File: src/rtl/lutff_pkg.sv
package lutff_pkg;

    localparam int IN_W  = 2;
    localparam int FLD_W = 1 << IN_W;

    localparam int LATCH_BIT = FLD_W - 1;
    localparam int INV_BIT   = FLD_W - 2;
    localparam int INIT_BIT  = FLD_W - 3;

    typedef enum logic {
        MODE_TABLE = 1'b0,
        MODE_STORE = 1'b1
    } cell_mode_e;

    typedef struct packed {
        cell_mode_e        mode;
        logic [FLD_W-1:0]  fld;
    } cell_cfg_t;

    typedef struct packed {
        logic latch_sel;
        logic out_inv;
        logic init_val;
    } store_ctl_t;

    function automatic store_ctl_t unpack_store(input logic [FLD_W-1:0] f);
        store_ctl_t s;
        s.latch_sel = f[LATCH_BIT];
        s.out_inv   = f[INV_BIT];
        s.init_val  = f[INIT_BIT];
        return s;
    endfunction

endpackage

File: src/rtl/lutff_cfg_reg.sv
module lutff_cfg_reg
    import lutff_pkg::*;
(
    input  logic      clk,
    input  cell_cfg_t cfg_in,
    output cell_cfg_t cfg_q
);

    always_ff @(posedge clk) begin
        cfg_q <= cfg_in;
    end

endmodule

File: src/rtl/lutff_table.sv
module lutff_table
    import lutff_pkg::*;
(
    input  logic [FLD_W-1:0] fld,
    input  logic [IN_W-1:0]  addr,
    output logic             y
);

    logic [FLD_W-1:0] hit;

    for (genvar i = 0; i < FLD_W; i++) begin : g_row
        assign hit[i] = fld[i] && (addr == IN_W'(i));
    end

    assign y = |hit;

endmodule

File: src/rtl/lutff_store.sv
module lutff_store
    import lutff_pkg::*;
(
    input  logic       clk,
    input  logic       load,
    input  logic       load_val,
    input  logic       enable,
    input  logic       latch_sel,
    input  logic       sclk,
    input  logic       sdata,
    output logic       q,
    output logic       sclk_prev
);

    logic rise;
    logic capture;

    assign rise    = sclk && !sclk_prev;
    assign capture = enable && (latch_sel ? !sclk : rise);

    always_ff @(posedge clk) begin
        sclk_prev <= sclk;
        if (load) begin
            q <= load_val;
        end else if (capture) begin
            q <= sdata;
        end
    end

endmodule

File: src/rtl/lutff_cell.sv
module lutff_cell
    import lutff_pkg::*;
(
    input  logic             clk,
    input  logic             rst,
    input  logic             reload,
    input  logic             cfg_mode,
    input  logic [FLD_W-1:0] cfg_field,
    input  logic             in0,
    input  logic             in1,
    output logic             cell_out
);

    cell_cfg_t  cfg_in;
    cell_cfg_t  cfg_q;
    store_ctl_t ctl_q;
    store_ctl_t ctl_in;
    logic       table_y;
    logic       q_state;
    logic       sclk_prev;
    logic       load;

    assign cfg_in.mode = cell_mode_e'(cfg_mode);
    assign cfg_in.fld  = cfg_field;

    assign ctl_in = unpack_store(cfg_field);
    assign ctl_q  = unpack_store(cfg_q.fld);
    assign load   = rst || reload;

    lutff_cfg_reg u_cfg (
        .clk    (clk),
        .cfg_in (cfg_in),
        .cfg_q  (cfg_q)
    );

    lutff_table u_tbl (
        .fld  (cfg_q.fld),
        .addr ({in1, in0}),
        .y    (table_y)
    );

    lutff_store u_st (
        .clk       (clk),
        .load      (load),
        .load_val  (ctl_in.init_val),
        .enable    (cfg_q.mode == MODE_STORE),
        .latch_sel (ctl_q.latch_sel),
        .sclk      (in0),
        .sdata     (in1),
        .q         (q_state),
        .sclk_prev (sclk_prev)
    );

    always_comb begin
        if (cfg_q.mode == MODE_STORE) begin
            cell_out = q_state ^ ctl_q.out_inv;
        end else begin
            cell_out = table_y;
        end
    end

endmodule

File: config.mk
export PLATFORM = sky130hd
export DESIGN_NAME = lutff_cell
export DESIGN_NICKNAME = d
export VERILOG_FILES = /design/src/rtl/lutff_pkg.sv /design/src/rtl/lutff_cfg_reg.sv /design/src/rtl/lutff_table.sv /design/src/rtl/lutff_store.sv /design/src/rtl/lutff_cell.sv
export SDC_FILE = /design/constraint.sdc
export NUM_CORES = 1
export LEC_CHECK = 0
export ABC_AREA = 1
export BUFFER_PORTS_ARGS = -buffer_cell sky130_fd_sc_hd__buf_4
export CORE_AREA = 2 2 39 41
export DETAILED_ROUTE_END_ITERATION = 12
export DIE_AREA = 0 0 41 43
export GPL_ROUTABILITY_DRIVEN = 0
export SYNTH_ARGS = -nofsm -noshare
export SYNTH_HDL_FRONTEND = slang
export SYNTH_HIERARCHICAL = 1
export SYNTH_SLANG_ARGS = --single-unit
File: constraint.sdc
create_clock -name clk -period 1 [get_ports clk]
set_clock_uncertainty 0.2 [all_clocks]
set_input_delay 0.2 -clock clk [delete_from_list [all_inputs] [get_ports clk]]
set_output_delay 0.2 -clock clk [all_outputs]
set_load 0.005 [all_outputs]
==> impl_metrics.ini <==
[route]
vias_per_cell = 3.82
drt-initial-drc-count = 3
wl_per_cell_um = 6.39
wirelength_um = 505
drcViolationCount = 0
first_pass_iters = 2
vias = 302
postRouteAntennaNets = 0

[timing]
slew_viol_final = 0
rsz0062_at_grt = yes
timing.final.ws_setup_ps = -371
setup_viol = 2
timing.final.crit_share = 1.37
hold_violations = 0
max_slew_margin = 0.934
min_period_ps = 1370
clock.fmax_ghz = 0.729
worst_slew_pin_slew_ps = 99.2

[synthesis]
synth_cells = 41
synth_enable_flop_cells = 1
ys_types = 9
synth_top_area_cell = dfxtp_1
avgSynthCellArea_um2 = 7.05
synth_nets = 51
yosys_warnings = 6
synth_area_leaders = dfxtp_1 42%, nand2_1 21%, inv_1 13%, edfxtp_1 10%, nand3_1 5.2%
synth.most_common_cell = nand2_1
synth_async_sr_flop_share = 0
ys_seq_elements = 7
netlist_area_um2 = 289
synth_flop_cell = dfxtp_1
synth_common_cells = 16 x nand2_1, 10 x inv_1, 6 x dfxtp_1
yosysSeqAreaShare = 0.519
synth_top_area_frac = 0.416

[place]
dp.cells = 67
hpwl_um = 361
port_buffers = 10

[power_and_ir_drop]
power.leakage_nw = 0.286
ir_drop_mv = 0.541
p_int_w = 0.000531
power_frac_seq = 0.468
power_per_cell_area_nw_per_um2 = 1290
swShare = 0.213
power_switching_w = 0.000144
power_frac_comb = 0.173
clkPwrFrac = 0.359
power_w = 0.000674

[global_route]
grt_start_max_net_pins = 7
grt_pass1_wl_um = 814
antenna_found_initial = 0
grt-ovfl-total = 0
grt_pass1_vias = 235
grtUsageTotal = 0.0764

[clock_network]
max-clock-path-buffers = 2
cts_root_buf = clkbuf_4
clkSinkCount = 7
cts_max_level = 1
clkLatencyLatePin_ps = 240
cts_made_buffers = 3
clkTransAtPathRegs_ps = 50
cts_tree = built

[layout]
area_growth_pct = 80.5
antenna_cells = 0
stdcell_count = 79
nFillCells = 152
nets = 74
drive_gt1_frac = 0.508

[worst_setup_path]
crit_arrival_ps = 970
crit_chain = inv_2, nand2_2, nand3_2, nand2_1, nand2_1, nand2_1, buf_6
path_delay_family = flip-flops
worstSetupPathType = flip-flop to output pin
startpoint_type = flip-flop
crit_top_cell = nand2_1
cp-end-kind = output pin
cp_slowest_cell = dfxtp_2
cpPeakStageDelay_ps = 320
required_ps = 600
cp_max_fo = 1
worst-path-buf-inv = 2

[die]
core_area_um2 = 1380
start_util = 0.209
die_w_um = 41
die_h_um = 43
pin_count = 11
rows = 14
fp.dieArea_um2 = 1760

[worst_hold_path]
hold_class = primary input to flip-flop

[status]
violations = negative setup slack
status = finished, violations left

[run]
maxCapViolCount = 0
area by class of cell:
type                            instances  area, um^2  share of cell area
Multi-Input combinational cell         21         113               0.216
Sequential cell                         7         156               0.300
Tap cell                               16        20.0              0.0384
Clock buffer                            4        26.3              0.0504
Inverter                               13        48.8              0.0935
Timing Repair Buffer                   18         158               0.302
repair_timing:
item / CTS / global route
hold buffers: 6 / 0
setup buffers: 1 / 1
endpoints found under the setup margin: 2 / 2
endpoints found under the hold margin: 6 / 0
cloned: 0 / 0
resized for setup: 2 / 11
pin swaps: 8 / 8
layer usage:
layer  share of wire  GRT usage
met1            0.39     0.0613
met2            0.53      0.113
met3           0.065     0.0471
met4           0.012     0.0800
met5               0          0
worst paths after layout:
check                  from        to  slack (ps)  depth (start not counted)
max          u_cfg/cfg_q[0]  cell_out        -370                          7
max reg2reg  u_cfg/cfg_q[3]    u_st/q        -280                          5
min            cfg_field[1]    u_st/q          40                          3
min reg2reg  u_st/sclk_prev    u_st/q         460                          5
through the flow:
step / setup slack (ps) / hold WS, ps / setup TNS, ps / util / instance area [um^2]
floorplan: -22.4 / 27.7 / -42.6 / - / 292
global placement: -186 / 106 / -371 / 0.279 / 387
detailed placement: -191 / 106 / -390 / 0.279 / 387
CTS: -395 / 32.3 / -541 / 0.351 / 485
global route: -457 / 38.0 / -769 / 0.377 / 522
finish: -371 / 37.5 / -648 / 0.377 / 522
worst reg2reg max path, cell delays in order (launching register included):
cell	delay, ps
dfxtp_2	320
buf_4	130
buf_6	110
a21oi_2	110
nand2_1	70
nand2_1	60
kinds of logic after synthesis:
group	synth area share
buffers and inverters	0.169
and+or+nand+nor	0.281
AOI/OAI and AO/OA	0.0303
DFF	0.520
cells in the final DEF, fill, tap and decap left out:
cell type	instances
a21oi_2	1
dfxtp_1	1
clkbuf_4	3
buf_6	2
edfxtp_1	1
dfxtp_2	5
inv_2	5
buf_4	10
clkbuf_1	1
dlygate4sd3_1	6
or2_1	1
nand2_1	13
nand3_2	3
nand2_2	3
inv_1	8
registers in the layout, summed over array words and instances, names as in the netlist:
register and cells:
u_cfg/cfg_q 5, u_st/sclk_prev 1, u_st/q 1
power by group through the flow:
| stage | Clock [W] | Sequential [W] | Combinational [W] |
|---|---|---|---|
| 2_1_floorplan | 0 | 0.000318 | 0.0000365 |
| 3_3_place_gp | 0 | 0.000320 | 0.0000768 |
| 3_5_place_dp | 0 | 0.000320 | 0.0000779 |
| 4_1_cts | 0.000256 | 0.000314 | 0.000101 |
| 5_1_grt | 0.000272 | 0.000317 | 0.000131 |
| 6_report | 0.000242 | 0.000315 | 0.000117 |
(Power assumes the default switching activity.)
